[config.mk]
export PLATFORM = sky130hd
export DESIGN_NAME = uv_reset_seq
export DESIGN_NICKNAME = d
export VERILOG_FILES = /design/src/rtl/uv_reset_pkg.sv /design/src/rtl/uv_reset_datapath.sv /design/src/rtl/uv_reset_ctrl.sv /design/src/rtl/uv_reset_seq.sv
export SDC_FILE = /design/constraint.sdc
export NUM_CORES = 1
export LEC_CHECK = 0
export BUFFER_PORTS_ARGS = -buffer_cell sky130_fd_sc_hd__clkbuf_2
export CAP_MARGIN = 20
export CORE_MARGIN = 2
export CORE_UTILIZATION = 63
export CTS_CLUSTER_DIAMETER = 30
export DETAILED_ROUTE_END_ITERATION = 12
export GPL_ROUTABILITY_DRIVEN = 1
export PLACE_DENSITY = 0.82
export SETUP_SLACK_MARGIN = 0.3
export SLEW_MARGIN = 20
export SYNTH_ARGS = -nofsm -noshare
export SYNTH_HDL_FRONTEND = slang
export SYNTH_HIERARCHICAL = 1
export SYNTH_SLANG_ARGS = --single-unit
[constraint.sdc]
create_clock -name clk -period 4.3 [get_ports clk]
set_clock_uncertainty 0.15 [all_clocks]
set_input_delay 0.43 -clock clk [delete_from_list [all_inputs] [get_ports clk]]
set_output_delay 0.43 -clock clk [all_outputs]
set_load 0.02 [all_outputs]
[src/rtl/uv_reset_pkg.sv]
package uv_reset_pkg;

  typedef enum logic [1:0] {
    ST_LOST  = 2'd0,
    ST_DELAY = 2'd1,
    ST_RUN   = 2'd2
  } seqStateT;

  // control -> datapath
  typedef struct packed {
    logic clrDelay;
    logic runDelay;
  } seqStrobeT;

  // datapath -> control
  typedef struct packed {
    logic lowSync;
    logic dipQual;
    logic delayDone;
  } seqStatusT;

endpackage

[src/rtl/uv_reset_datapath.sv]
module uv_reset_datapath
  import uv_reset_pkg::*;
#(
  parameter int REACT_CYCLES = 16,
  parameter int TICK_DIV     = 100,
  parameter int DELAY_TICKS  = 64,
  parameter int SYNC_STAGES  = 2
) (
  input  logic      clk,
  input  logic      porClearN,
  input  logic      supplyLowIn,
  input  seqStrobeT strobe,
  output seqStatusT status
);

  localparam int REACT_W = $clog2(REACT_CYCLES + 1);
  localparam int PRE_W   = $clog2(TICK_DIV + 1);
  localparam int DLY_W   = $clog2(DELAY_TICKS + 1);
  localparam logic [REACT_W-1:0] REACT_MAX = REACT_W'(REACT_CYCLES - 1);
  localparam logic [PRE_W-1:0]   PRE_MAX   = PRE_W'(TICK_DIV - 1);
  localparam logic [DLY_W-1:0]   DLY_MAX   = DLY_W'(DELAY_TICKS - 1);

  // synchronizer; reset value assumes the supply is low
  logic [SYNC_STAGES-1:0] syncChain;
  logic lowSync;

  generate
    if (SYNC_STAGES == 1) begin : gSyncOne
      always_ff @(posedge clk or negedge porClearN) begin
        if (!porClearN) syncChain <= '1;
        else            syncChain <= supplyLowIn;
      end
    end else begin : gSyncMany
      always_ff @(posedge clk or negedge porClearN) begin
        if (!porClearN) syncChain <= '1;
        else            syncChain <= {syncChain[SYNC_STAGES-2:0], supplyLowIn};
      end
    end
  endgenerate

  assign lowSync = syncChain[SYNC_STAGES-1];

  // reaction-time run-length filter
  logic [REACT_W-1:0] reactCnt;
  logic dipQual;

  always_ff @(posedge clk or negedge porClearN) begin
    if (!porClearN)              reactCnt <= '0;
    else if (!lowSync)           reactCnt <= '0;
    else if (reactCnt != REACT_MAX) reactCnt <= reactCnt + 1'b1;
  end

  assign dipQual = lowSync && (reactCnt == REACT_MAX);

  // release delay: prescaler and tick counter
  logic [PRE_W-1:0] preCnt;
  logic [DLY_W-1:0] tickCnt;
  logic tickNow;

  assign tickNow = strobe.runDelay && (preCnt == PRE_MAX);

  always_ff @(posedge clk or negedge porClearN) begin
    if (!porClearN) begin
      preCnt  <= '0;
      tickCnt <= '0;
    end else if (strobe.clrDelay) begin
      preCnt  <= '0;
      tickCnt <= '0;
    end else if (strobe.runDelay) begin
      if (tickNow) begin
        preCnt <= '0;
        if (tickCnt != DLY_MAX) tickCnt <= tickCnt + 1'b1;
      end else begin
        preCnt <= preCnt + 1'b1;
      end
    end
  end

  assign status.lowSync   = lowSync;
  assign status.dipQual   = dipQual;
  assign status.delayDone = tickNow && (tickCnt == DLY_MAX);

  // a valid sample always empties the run-length filter
  a_r4_filter_clears: assert property (@(posedge clk) disable iff (!porClearN)
    !lowSync |=> (reactCnt == '0));

  // filter never qualifies before R consecutive low samples
  a_r4_no_early_qual: assert property (@(posedge clk) disable iff (!porClearN)
    (lowSync && reactCnt != REACT_MAX) |-> !dipQual);

  // prescaler wraps after its last count
  a_r3_prescale_wrap: assert property (@(posedge clk) disable iff (!porClearN)
    (strobe.runDelay && !strobe.clrDelay && preCnt == PRE_MAX) |=> (preCnt == '0));

  // counters stay inside their ranges
  a_r3_counter_range: assert property (@(posedge clk) disable iff (!porClearN)
    (preCnt <= PRE_MAX) && (tickCnt <= DLY_MAX));

endmodule

[src/rtl/uv_reset_ctrl.sv]
module uv_reset_ctrl
  import uv_reset_pkg::*;
(
  input  logic      clk,
  input  logic      porClearN,
  input  logic      resetReq,
  input  seqStatusT status,
  output seqStrobeT strobe,
  output logic      mcuResetN,
  output logic      resetBusy
);

  seqStateT state, stateNext;

  always_comb begin
    stateNext = state;
    unique case (state)
      ST_LOST: begin
        if (!status.lowSync) stateNext = ST_DELAY;
      end
      ST_DELAY: begin
        if (status.dipQual)        stateNext = ST_LOST;
        else if (resetReq)         stateNext = ST_DELAY;
        else if (status.delayDone) stateNext = ST_RUN;
      end
      ST_RUN: begin
        if (status.dipQual) stateNext = ST_LOST;
        else if (resetReq)  stateNext = ST_DELAY;
      end
      default: stateNext = ST_LOST;
    endcase
  end

  always_ff @(posedge clk or negedge porClearN) begin
    if (!porClearN) state <= ST_LOST;
    else            state <= stateNext;
  end

  // counters held clear outside the delay; a request inside it restarts it
  assign strobe.clrDelay = (state != ST_DELAY) || resetReq;
  assign strobe.runDelay = (state == ST_DELAY);

  assign mcuResetN = (state == ST_RUN);
  assign resetBusy = (state != ST_RUN);

  // lost supply keeps the sequencer parked while the flag stays low
  a_r2_hold_lost: assert property (@(posedge clk) disable iff (!porClearN)
    (state == ST_LOST && status.lowSync) |=> (state == ST_LOST));

  // a qualified dip always drops into the lost state
  a_r5_dip_drops: assert property (@(posedge clk) disable iff (!porClearN)
    status.dipQual |=> (state == ST_LOST));

  // a request outside the lost state (and without a dip) starts the delay
  a_r8_req_restarts: assert property (@(posedge clk) disable iff (!porClearN)
    (resetReq && state != ST_LOST && !status.dipQual) |=> (state == ST_DELAY));

  // a request cannot leave the lost state while the flag stays low
  a_r9_req_ignored: assert property (@(posedge clk) disable iff (!porClearN)
    (resetReq && state == ST_LOST && status.lowSync) |=> (state == ST_LOST));

  // release happens only when the delay completes
  a_r3_release_gate: assert property (@(posedge clk) disable iff (!porClearN)
    $rose(mcuResetN) |-> $past(status.delayDone));

endmodule

[src/rtl/uv_reset_seq.sv]
module uv_reset_seq
  import uv_reset_pkg::*;
#(
  parameter int REACT_CYCLES = 16,
  parameter int TICK_DIV     = 100,
  parameter int DELAY_TICKS  = 64
) (
  input  logic clk,
  input  logic porClearN,
  input  logic supplyLowIn,
  input  logic resetReq,
  output logic mcuResetN,
  output logic resetBusy
);

  seqStrobeT strobe;
  seqStatusT status;

  uv_reset_datapath #(
    .REACT_CYCLES(REACT_CYCLES),
    .TICK_DIV    (TICK_DIV),
    .DELAY_TICKS (DELAY_TICKS),
    .SYNC_STAGES (2)
  ) uDatapath (
    .clk        (clk),
    .porClearN  (porClearN),
    .supplyLowIn(supplyLowIn),
    .strobe     (strobe),
    .status     (status)
  );

  uv_reset_ctrl uCtrl (
    .clk      (clk),
    .porClearN(porClearN),
    .resetReq (resetReq),
    .status   (status),
    .strobe   (strobe),
    .mcuResetN(mcuResetN),
    .resetBusy(resetBusy)
  );

  // busy is the complement of the reset pin
  always_comb begin
    a_r10_busy_inverse: assert (resetBusy == !mcuResetN);
  end

endmodule

==> results of run 1 <==
-- through the flow --
stage	setup slack, ns	utilization
floorplan	2.06	-
global placement	2.22	0.690
detailed placement	2.14	0.690
CTS	2.13	0.711
global route	1.96	0.711
finish	2.12	0.711
-- cell families (layout without fill, tap and decap cells) --
group / after synthesis / count (layout)
mux: 3 / 3
buf+inv: 9 / 13
compound gates: 18 / 18
fa+ha+maj: 4 / 4
xor+xnor: 8 / 8
simple gates: 52 / 52
flops: 23 / 23
-- critical path: stages, from the launching register on --
cell      delay [ns]
dfrtp_1         0.40
and2b_4         0.33
nand4b_1        0.18
or2_1           0.35
or4_1           0.53
a21oi_1         0.16
-- placed cells by master, fill, tap and decap left out, drive strengths merged, types with 3 or more instances in the layout --
cell type / n
and2: 5
nor3: 10
a21oi: 8
xor2: 3
dfrtp: 21
inv: 3
mux2i: 3
nand2b: 5
nand2: 5
o21ai: 6
nor2: 9
clkbuf: 8
ha: 4
xnor2: 5
-- routing by layer --
metal / wire length, um / share of wire / global-route usage
met1: 925 / 0.48 / 0.271
met5: 0 / 0 / 0
met2: 904 / 0.47 / 0.286
met4: 20 / 0.010 / 0.0889
met3: 66 / 0.034 / 0.0423
-- power groups by stage --
stage | registers, mW | clock network [mW] | logic [mW]
6_report | 0.228 | 0.0959 | 0.0209
5_1_grt | 0.229 | 0.111 | 0.0234
4_1_cts | 0.228 | 0.101 | 0.0213
3_3_place_gp | 0.232 | 0 | 0.0187
2_1_floorplan | 0.231 | 0 | 0.0125
3_5_place_dp | 0.232 | 0 | 0.0205
-- flip-flops by register name (all words and copies together) (netlist names) --
register             count
uDatapath/preCnt         7
uDatapath/syncChain      2
uDatapath/reactCnt       5
uDatapath/tickCnt        7
uCtrl/state              2
-- what timing repair did --
item                                    CTS  global route
endpoints found under the setup margin    0             0
gates resized for setup                   0             0
hold buffers                              1             0
hold endpoints to repair                 21             0
-- layout make-up --
type	instances	area, sq um	area share
flip-flops and latches	23	578	0.466
inverters	3	11.3	0.00907
repair buffers	6	35.0	0.0282
multi-input cells	85	558	0.450
clock inverters	1	5.00	0.00403
clock buffers	3	22.5	0.0181
well taps	25	31.3	0.0252
-- path summary, 6_finish.rpt --
| kind | endpoint | slack (ns) | depth (start not counted) |
|---|---|---|---|
| setup / recovery | uDatapath/tickCnt[3] | 2.12 | 5 |
| hold / removal | uDatapath/syncChain[0] | 0.05 | 1 |
| setup reg to reg | uDatapath/tickCnt[3] | 2.12 | 5 |
| hold reg to reg | uDatapath/syncChain[1] | 0.21 | 0 |
| max in group asynchronous | uDatapath/syncChain[1] | 3.14 | 2 |
| min in group asynchronous | uDatapath/reactCnt[1] | 0.48 | 2 |
==> summary.json, run 1 <==
{
  "vias": 836,
  "path_category_of_the_worst_min_delay_check": "in -> reg",
  "crit_type": "reg -> reg",
  "fin_cells": 146,
  "synthMostInstantiatedCell": "dfrtp_1",
  "routed_wire_length_per_instance_um": 13.1,
  "final-hold-violation-count": 0,
  "postCtsSetupRepairBufs": 0,
  "placed_cells": 141,
  "fin_nets": 130,
  "clock_power_share": 0.278,
  "clkTransAtPathRegs_ns": 0.12,
  "synth.net_count": 125,
  "power_per_cell_area_mw_per_mm2": 278,
  "globalplace.congestion": 0.813,
  "worst-slew-pin-transition_ns": 0.593,
  "synth-main-ff-cell": "dfrtp_1",
  "end_kind": "register",
  "internal_power_mw": 0.266,
  "number_of_drc_violations_after_detailed_routing": 0,
  "maxSlewHeadroom": 0.605,
  "tritoncts_clock_tree": "done",
  "io-pin-count": 6,
  "die_area_sq_mm": 0.00224,
  "synth_area_sq_mm": 0.00118,
  "setup-violations-final": 0,
  "initial_core_util": 0.679,
  "compound_gate_fraction_of_synth_area": 0.0898,
  "tritoncts_num_sinks": 23,
  "sw_frac_of_total": 0.229,
  "totalWireLength_um": 1920,
  "antenna_cells_inserted": 0,
  "core_region_area_sq_mm": 0.00175,
  "die_width_um": 47.4,
  "startpoint_type": "register",
  "path_max_fanout": 11,
  "cts_made_buffers": 3,
  "maxClockFrequency_mhz": 459,
  "synth-warning-count": 6,
  "synth_largest_area_cell": "dfrtp_1",
  "grt_max_degree": 24,
  "area.growth.synth_to_final_pct": 4.75,
  "timing.setup.tns_ns": 0,
  "totalPowerFinal_mw": 0.345,
  "drive_gt1_frac": 0.132,
  "hpwlAfterDp_um": 1410,
  "power.sequential.fraction": 0.661,
  "grt_setup_unrepaired": "no",
  "area_share_of_xor_xnor_cells_in_the_synthesized_design": 0.0591,
  "globalRoute.totalOverflow": 0,
  "power_frac_comb": 0.061,
  "syn-mean-instance-area_sq_um": 10.1,
  "detail_route.vias_per_cell": 5.73,
  "clock_buffer_depth": 2,
  "grt_usage": 0.194,
  "ys_seq_area_frac": 0.488,
  "die_height_um": 47.4,
  "power.switching_mw": 0.0792,
  "post_synth_main_area_contributors": "dfrtp_1 (44%), dfstp_2 (4.4%), ha_1 (4.2%)",
  "critical_path_startpoint": "uCtrl/state[1]",
  "synth_seq_cells": 23,
  "max_vdd_drop_uv": 240,
  "post_synth_inst_count": 117,
  "fp-row-count": 15,
  "total_non_filler_cell_area_in_the_finished_layout_sq_mm": 0.00124,
  "synth_adder_area_share": 0.0422,
  "placement.io_buffers": 5,
  "crit_arrival_ns": 2.26,
  "ctsRootBufferMaster": "clkbuf_4",
  "finalWorstPathRequiredPeriod_ns": 2.18,
  "detailed_place.area_sq_mm": 0.00120,
  "synth-edff-count": 0,
  "initialDrtViolationCount": 20,
  "final_antenna_net_count": 0,
  "yosys.cell_types.count": 34,
  "yosys.area.top_type_share": 0.444,
  "grt_antenna_before_repair": 0,
  "worst_r2r_startpoint": "uCtrl/state[1]",
  "final.fill_count": 125,
  "status": "completed",
  "synth_simple_gate_area_share": 0.254,
  "synth_commonest_cells": "dfrtp_1 (21), nor2_1 (9), nor3_1 (9), a21oi_1 (7)",
  "power.leakage_nw": 0.514,
  "post_synth_mux_area_share": 0.0253,
  "global_route_wire_length_before_repair_um": 3040,
  "timing.final.max_slew_violations": 0,
  "grt_pass1_vias": 717,
  "synth_top_family_by_area": "simple AND/OR/NAND/NOR gates",
  "htree_num_levels": 1,
  "dr.pass1.iters": 4,
  "final_min_period_over_clock_period": 0.506,
  "async_reset_ff_frac": 1.00,
  "maxCapViolCount": 0,
  "worstHoldStart": "supplyLowIn",
  "hold_ws_ns": 0.0475,
  "clock_insertion_delay_worst_skew_ns": 0.30,
  "crit_required_ns": 4.38
}
Note: power is estimated with default switching activity, not from simulation.
==> run 2, diff against run 1 <==
--- a/config.mk
+++ b/config.mk
@@ -8,11 +8,11 @@
 export BUFFER_PORTS_ARGS = -buffer_cell sky130_fd_sc_hd__clkbuf_2
 export CAP_MARGIN = 20
 export CORE_MARGIN = 2
-export CORE_UTILIZATION = 63
+export CORE_UTILIZATION = 53
 export CTS_CLUSTER_DIAMETER = 30
 export DETAILED_ROUTE_END_ITERATION = 12
 export GPL_ROUTABILITY_DRIVEN = 1
-export PLACE_DENSITY = 0.82
+export PLACE_DENSITY = 0.73
 export SETUP_SLACK_MARGIN = 0.3
 export SLEW_MARGIN = 20
 export SYNTH_ARGS = -nofsm -noshare
==> constraint.sdc (replaced) <==
create_clock -name clk -period 1.9 [get_ports clk]
set_clock_uncertainty 0.15 [all_clocks]
set_input_delay 0.19 -clock clk [delete_from_list [all_inputs] [get_ports clk]]
set_output_delay 0.19 -clock clk [all_outputs]
set_load 0.02 [all_outputs]
==> run 2 against run 1 <==
The run now ends with negative setup slack left. Count of clock-buffer cells in the layout rose by 1. Sequential share of layout area fell by 12 points. Global-route usage rose by 4.9 points. Final cell count rose by 25%. Total power rose by 140%. Sequential cell count did not move. Worst setup slack got worse by 2.2 ns. Hold slack improved by 0.17 ns. Design area rose by 35%. First-iteration DRC count rose by 40%. Routed wire length rose by 64%. Register-to-register slack got worse by 2.2 ns. Critical path type unchanged. Critical endpoint is now uDatapath/tickCnt[2]. Largest cell class is now multi-input gates.
==> summary.json, run 2 (synthesized netlist as in run 1, its figures left out) <==
{
  "critical_path.cell_chain": "or3b_4 -> or2_4 -> buf_4 -> or3_1 -> a21oi_2",
  "final_antenna_net_count": 0,
  "detailed_place.area_sq_mm": 0.00133,
  "tritoncts_num_sinks": 23,
  "maxCapViolCount": 0,
  "hpwlAfterDp_um": 1630,
  "layout_setup_ws_ns": -0.107,
  "total_non_filler_cell_area_in_the_finished_layout_sq_mm": 0.00168,
  "totalWireLength_um": 3140,
  "end_kind": "register",
  "final_common_cell": "buf_4",
  "crit_type": "reg -> reg",
  "placement.io_buffers": 5,
  "critPathSlowestCell": "dfrtp_1",
  "timing.critical_path.slowest_cell_delay_ns": 0.41,
  "path_category_of_the_worst_min_delay_check": "reg -> reg",
  "timing.final.max_slew_violations": 0,
  "placed_cells": 156,
  "failed_checks": "negative setup slack",
  "io-pin-count": 6,
  "fp-row-count": 17,
  "clock_buffer_depth": 2,
  "grt_max_degree": 24,
  "multi_input_combinational_cell_area_sq_um": 707,
  "fin_nets": 163,
  "worst-slew-pin-transition_ns": 0.574,
  "utilization": 0.775,
  "globalplace.congestion": 0.825,
  "routed_wire_length_per_instance_um": 17.3,
  "htree_num_levels": 1,
  "final_min_period_over_clock_period": 1.06,
  "power.leakage_nw": 0.743,
  "grt_pass1_vias": 1019,
  "die_width_um": 51.3,
  "maxClockFrequency_mhz": 498,
  "drive_gt1_frac": 0.448,
  "reg_top3": "uDatapath/preCnt: 7 flops, uDatapath/tickCnt: 7 flops, uDatapath/reactCnt: 5 flops",
  "crit_required_ns": 1.99,
  "initialDrtViolationCount": 28,
  "fin_cells": 182,
  "die_area_sq_mm": 0.00263,
  "setup-violations-final": 3,
  "finalWorstPathRequiredPeriod_ns": 2.01,
  "register_area_sq_um": 578,
  "final.fill_count": 117,
  "power_per_cell_area_mw_per_mm2": 490,
  "area.growth.synth_to_final_pct": 41.8,
  "die_height_um": 51.3,
  "ctsRootBufferMaster": "clkbuf_4",
  "antenna_cells_inserted": 0,
  "crit_arrival_ns": 2.10,
  "post-place-ws_ns": 0.0243,
  "number_of_drc_violations_after_detailed_routing": 0,
  "dr.pass1.iters": 4,
  "maxSlewHeadroom": 0.618,
  "initial_core_util": 0.546,
  "startpoint_type": "register",
  "max_vdd_drop_uv": 443,
  "status": "complete, but fails checks",
  "timing.setup.tns_ns": -0.152,
  "grt_setup_unrepaired": "yes",
  "clock_insertion_delay_worst_skew_ns": 0.31,
  "core_region_area_sq_mm": 0.00217,
  "clkTransAtPathRegs_ns": 0.12,
  "globalRoute.totalOverflow": 0,
  "cts_made_buffers": 3,
  "tritoncts_clock_tree": "done",
  "most-common-layout-cells": "buf_4 (26), dfrtp_1 (21), nor3_1 (7)",
  "family_of_cells_with_the_greatest_summed_delay_on_the_critical_path": "simple AND/OR/NAND/NOR gates",
  "final-hold-violation-count": 0,
  "grt_usage": 0.243,
  "global_route_wire_length_before_repair_um": 4660,
  "detail_route.vias_per_cell": 5.71,
  "grt_antenna_before_repair": 0,
  "critical_path_buf_inv_count": 1,
  "path_max_fanout": 5,
  "vias": 1039
}
[run 2: what timing repair did]
action | in CTS | in global routing
hold endpoints to repair | 23 | 0
pin swaps | 11 | 7
setup buffers | 13 | 6
endpoints found under the setup margin | 16 | 20
resized for setup | 22 | 19
hold buffers | 3 | 0
[run 2: final cells by class]
cell class | count | share of cell area
Multi-Input combinational cell | 85 | 0.421
Sequential cell | 23 | 0.344
Timing Repair Buffer | 39 | 0.192
Tap cell | 28 | 0.0208
Clock buffer | 4 | 0.0156
Inverter | 3 | 0.00670
[run 2: metrics by stage]
step           hold slack, ns  power (mW)
5_1_grt                 0.223       0.857
6_report                0.216       0.824
3_5_place_dp           0.0567       0.581
2_1_floorplan          -0.256       0.552
4_1_cts                 0.215       0.825
3_3_place_gp           0.0538       0.576
[run 2: worst paths after layout]
kind	startpoint	to	slack [ns]	cells after the start
setup / recovery	uDatapath/preCnt[3]	uDatapath/tickCnt[2]	-0.11	5
hold / removal	uDatapath/syncChain[0]	uDatapath/syncChain[1]	0.22	0
setup reg to reg	uDatapath/preCnt[3]	uDatapath/tickCnt[2]	-0.11	5
hold reg to reg	uDatapath/syncChain[0]	uDatapath/syncChain[1]	0.22	0
max in group asynchronous	porClearN	uDatapath/syncChain[1]	0.98	2
min in group asynchronous	porClearN	uDatapath/reactCnt[4]	0.24	2
[run 2: worst register-to-register path: cells and delay by family (launching register included)]
kind | cells | cell delay [ns]
compound gates | 1 | 0.16
buf+inv | 1 | 0.16
flops | 1 | 0.41
simple gates | 3 | 1.07
[run 2: power by group]
group	total (mW)	switching (mW)	leakage (nW)	internal [mW]
clock network	0.225	0.143	0.0150	0.0822
registers	0.514	0.00971	0.304	0.504
logic	0.0854	0.0433	0.424	0.0421
[run 2: per-layer routing]
layer | GRT usage | up-vias | routed length (um)
met1 | 0.317 | 513 | 1320
met5 | 0 | - | 0
li1 | - | 484 | -
met2 | 0.394 | 32 | 1590
met3 | 0.0263 | 10 | 126
met4 | 0.132 | 0 | 102
==> run 3, diff against run 2 <==
--- a/config.mk
+++ b/config.mk
@@ -8,14 +8,13 @@
 export BUFFER_PORTS_ARGS = -buffer_cell sky130_fd_sc_hd__clkbuf_2
 export CAP_MARGIN = 20
 export CORE_MARGIN = 2
-export CORE_UTILIZATION = 53
+export CORE_UTILIZATION = 52
 export CTS_CLUSTER_DIAMETER = 30
 export DETAILED_ROUTE_END_ITERATION = 12
 export GPL_ROUTABILITY_DRIVEN = 1
-export PLACE_DENSITY = 0.73
+export PLACE_DENSITY = 0.72
 export SETUP_SLACK_MARGIN = 0.3
 export SLEW_MARGIN = 20
 export SYNTH_ARGS = -nofsm -noshare
 export SYNTH_HDL_FRONTEND = slang
-export SYNTH_HIERARCHICAL = 1
 export SYNTH_SLANG_ARGS = --single-unit
==> run 3 against run 2 <==
Combinational power is 9.6% lower. Sequential power about the same. Largest power group unchanged. First-iteration DRC count fell by 32%. Total power down 0.75%. The flow still finishes with violations (negative setup slack). Count of clock-buffer cells in the layout is 1 lower.
==> summary.json, run 3 <==
{
  "status": "complete, but fails checks",
  "failed_checks": "negative setup slack",
  "placement.io_buffers": 5,
  "cts_made_buffers": 3,
  "clock_insertion_delay_worst_skew_ns": 0.31,
  "r2r_slack_ns": -0.07,
  "io-pin-count": 6,
  "detailed_place.area_sq_mm": 0.00132,
  "area_share_of_xor_xnor_cells_in_the_synthesized_design": 0.0624,
  "yosys.cell_types.count": 28,
  "startpoint_type": "register",
  "path_max_fanout": 4,
  "worstHoldStart": "uDatapath.syncChain[0]",
  "antenna_cells_inserted": 0,
  "routed_wire_length_per_instance_um": 15.3,
  "critical_path_destination": "uDatapath.tickCnt[2]",
  "timing.final.max_slew_violations": 0,
  "htree_num_levels": 1,
  "maxClockFrequency_mhz": 506,
  "fp-row-count": 16,
  "number_of_drc_violations_after_detailed_routing": 0,
  "synth_seq_cells": 23,
  "maxCapViolCount": 0,
  "synth-warning-count": 0,
  "reg2regPathDepth": 5,
  "end_kind": "register",
  "clock_buffer_depth": 2,
  "max_vdd_drop_uv": 493,
  "grt_max_degree": 24,
  "finalWorstPathRequiredPeriod_ns": 1.97,
  "drive_gt1_frac": 0.400,
  "synth_area_sq_mm": 0.00112,
  "placed_cells": 153,
  "post_synth_mux_area_share": 0.00891,
  "vias": 948,
  "totalWireLength_um": 2630,
  "die_width_um": 50.5,
  "final_antenna_net_count": 0,
  "dr.pass1.iters": 4,
  "grt_setup_unrepaired": "yes",
  "synth_adder_area_share": 0.0445,
  "die_height_um": 50.5,
  "synth-main-ff-cell": "dfrtp_1",
  "grt_usage": 0.205,
  "crit_arrival_ns": 2.06,
  "die_area_sq_mm": 0.00255,
  "synth_largest_area_cell": "dfrtp_1",
  "async_reset_ff_frac": 1.00,
  "setup-violations-final": 2,
  "worst-slew-pin-transition_ns": 0.562,
  "register_area_sq_um": 578,
  "power.leakage_nw": 0.661,
  "grt_pass1_vias": 910,
  "compound_gate_fraction_of_synth_area": 0.100,
  "maxSlewHeadroom": 0.625,
  "initial_core_util": 0.561,
  "synth_top_family_by_area": "simple AND/OR/NAND/NOR gates",
  "synth_commonest_cells": "dfrtp_1 (21), nor2_1 (10)",
  "ys_seq_area_frac": 0.514,
  "synth_simple_gate_area_share": 0.238,
  "core_region_area_sq_mm": 0.00200,
  "fin_nets": 154,
  "crit_type": "reg -> reg",
  "multi_input_combinational_cell_area_sq_um": 657,
  "post_synth_main_area_contributors": "dfrtp_1 (47%), dfstp_2 (4.7%), xnor2_1 (4.7%)",
  "final_min_period_over_clock_period": 1.04,
  "totalPowerFinal_mw": 0.818,
  "synth.net_count": 118,
  "detail_route.vias_per_cell": 5.51,
  "clkTransAtPathRegs_ns": 0.13,
  "synthMostInstantiatedCell": "dfrtp_1",
  "power_per_cell_area_mw_per_mm2": 510,
  "hpwlAfterDp_um": 1610,
  "total_non_filler_cell_area_in_the_finished_layout_sq_mm": 0.00160,
  "tritoncts_num_sinks": 23,
  "area.growth.synth_to_final_pct": 42.7,
  "globalRoute.totalOverflow": 0,
  "fin_cells": 172,
  "ctsRootBufferMaster": "clkbuf_4",
  "crit_required_ns": 1.99,
  "post_synth_inst_count": 110,
  "critical_path_startpoint": "uDatapath.preCnt[1]",
  "yosys.area.top_type_share": 0.468,
  "initialDrtViolationCount": 19,
  "grt_antenna_before_repair": 0,
  "synth-edff-count": 0,
  "globalplace.congestion": 0.785,
  "worst_r2r_startpoint": "uDatapath.preCnt[1]",
  "global_route_wire_length_before_repair_um": 3980,
  "reg_top3": "uDatapath.preCnt: 7 flops, uDatapath.tickCnt: 7 flops, uDatapath.reactCnt: 5 flops",
  "layout_setup_ws_ns": -0.0748,
  "final.fill_count": 111,
  "most-common-layout-cells": "buf_4 (21), dfrtp_1 (21), nor2_1 (9)",
  "r2r_path_end": "uDatapath.tickCnt[2]",
  "syn-mean-instance-area_sq_um": 10.2,
  "tritoncts_clock_tree": "done",
  "final-hold-violation-count": 0,
  "path_category_of_the_worst_min_delay_check": "reg -> reg",
  "post-place-ws_ns": -0.0777
}
[run 3: stage by stage]
step / TNS [ns] / utilization / hold WS (ns)
floorplan: -0.155 / - / -0.256
global placement: -0.00341 / 0.657 / 0.0523
detailed placement: -0.134 / 0.657 / 0.0583
CTS: -0.101 / 0.729 / 0.224
global route: -0.458 / 0.801 / 0.225
finish: -0.109 / 0.801 / 0.222
[run 3: worst max-delay path, stage by stage (launching register included)]
cell       delay [ns]
dfrtp_1          0.42
ha_4             0.16
nand4bb_4        0.11
or4_4            0.44
or4_1            0.48
a21oi_1          0.14
[run 3: final cells by class]
cell class	count	area share
clock inverters	1	0.00312
clock buffers	3	0.0141
multi-input cells	78	0.410
repair buffers	34	0.176
inverters	6	0.0156
well taps	27	0.0211
flip-flops and latches	23	0.361
[run 3: routing by layer]
layer  track usage  part of all wire
met2         0.342              0.52
met3        0.0357             0.044
met1         0.281              0.44
met5             0                 0
met4        0.0405            0.0034
[run 3: repair_timing]
action / 4_1_cts / 5_1_grt
hold endpoints to repair: 23 / 0
setup endpoints to repair: 13 / 19
gates resized for setup: 11 / 22
hold buffers: 3 / 0
pin swaps: 5 / 6
buffers inserted: 5 / 7
[run 3: kinds of logic (layout without fill, tap and decap cells)]
kind of cell / count (synthesis) / count (layout)
and+or+nand+nor: 46 / 46
xor gates and xnor gates: 8 / 8
DFF: 23 / 23
AOI/OAI and AO/OA: 19 / 19
buffers and inverters: 9 / 44
muxes: 1 / 1
adders and majority gates: 4 / 4
[run 3: worst min path at each step]
stage | endpoint | slack (ns) | depth (start not counted)
2_1_floorplan | uCtrl.state[0] | -0.26 | 0
3_3_place_gp | uDatapath.reactCnt[2] | 0.05 | 1
3_5_place_dp | uDatapath.reactCnt[2] | 0.06 | 1
4_1_cts | uDatapath.syncChain[1] | 0.22 | 0
5_1_grt | uDatapath.syncChain[1] | 0.22 | 0
6_report | uDatapath.syncChain[1] | 0.22 | 0
[run 3: power breakdown]
part / switching (mW) / total (mW) / leakage (nW) / internal (mW)
registers: 0.0109 / 0.515 / 0.304 / 0.504
clock network: 0.147 / 0.226 / 0.0177 / 0.0785
logic: 0.0358 / 0.0772 / 0.340 / 0.0414
total: 0.194 / 0.818 / 0.661 / 0.624
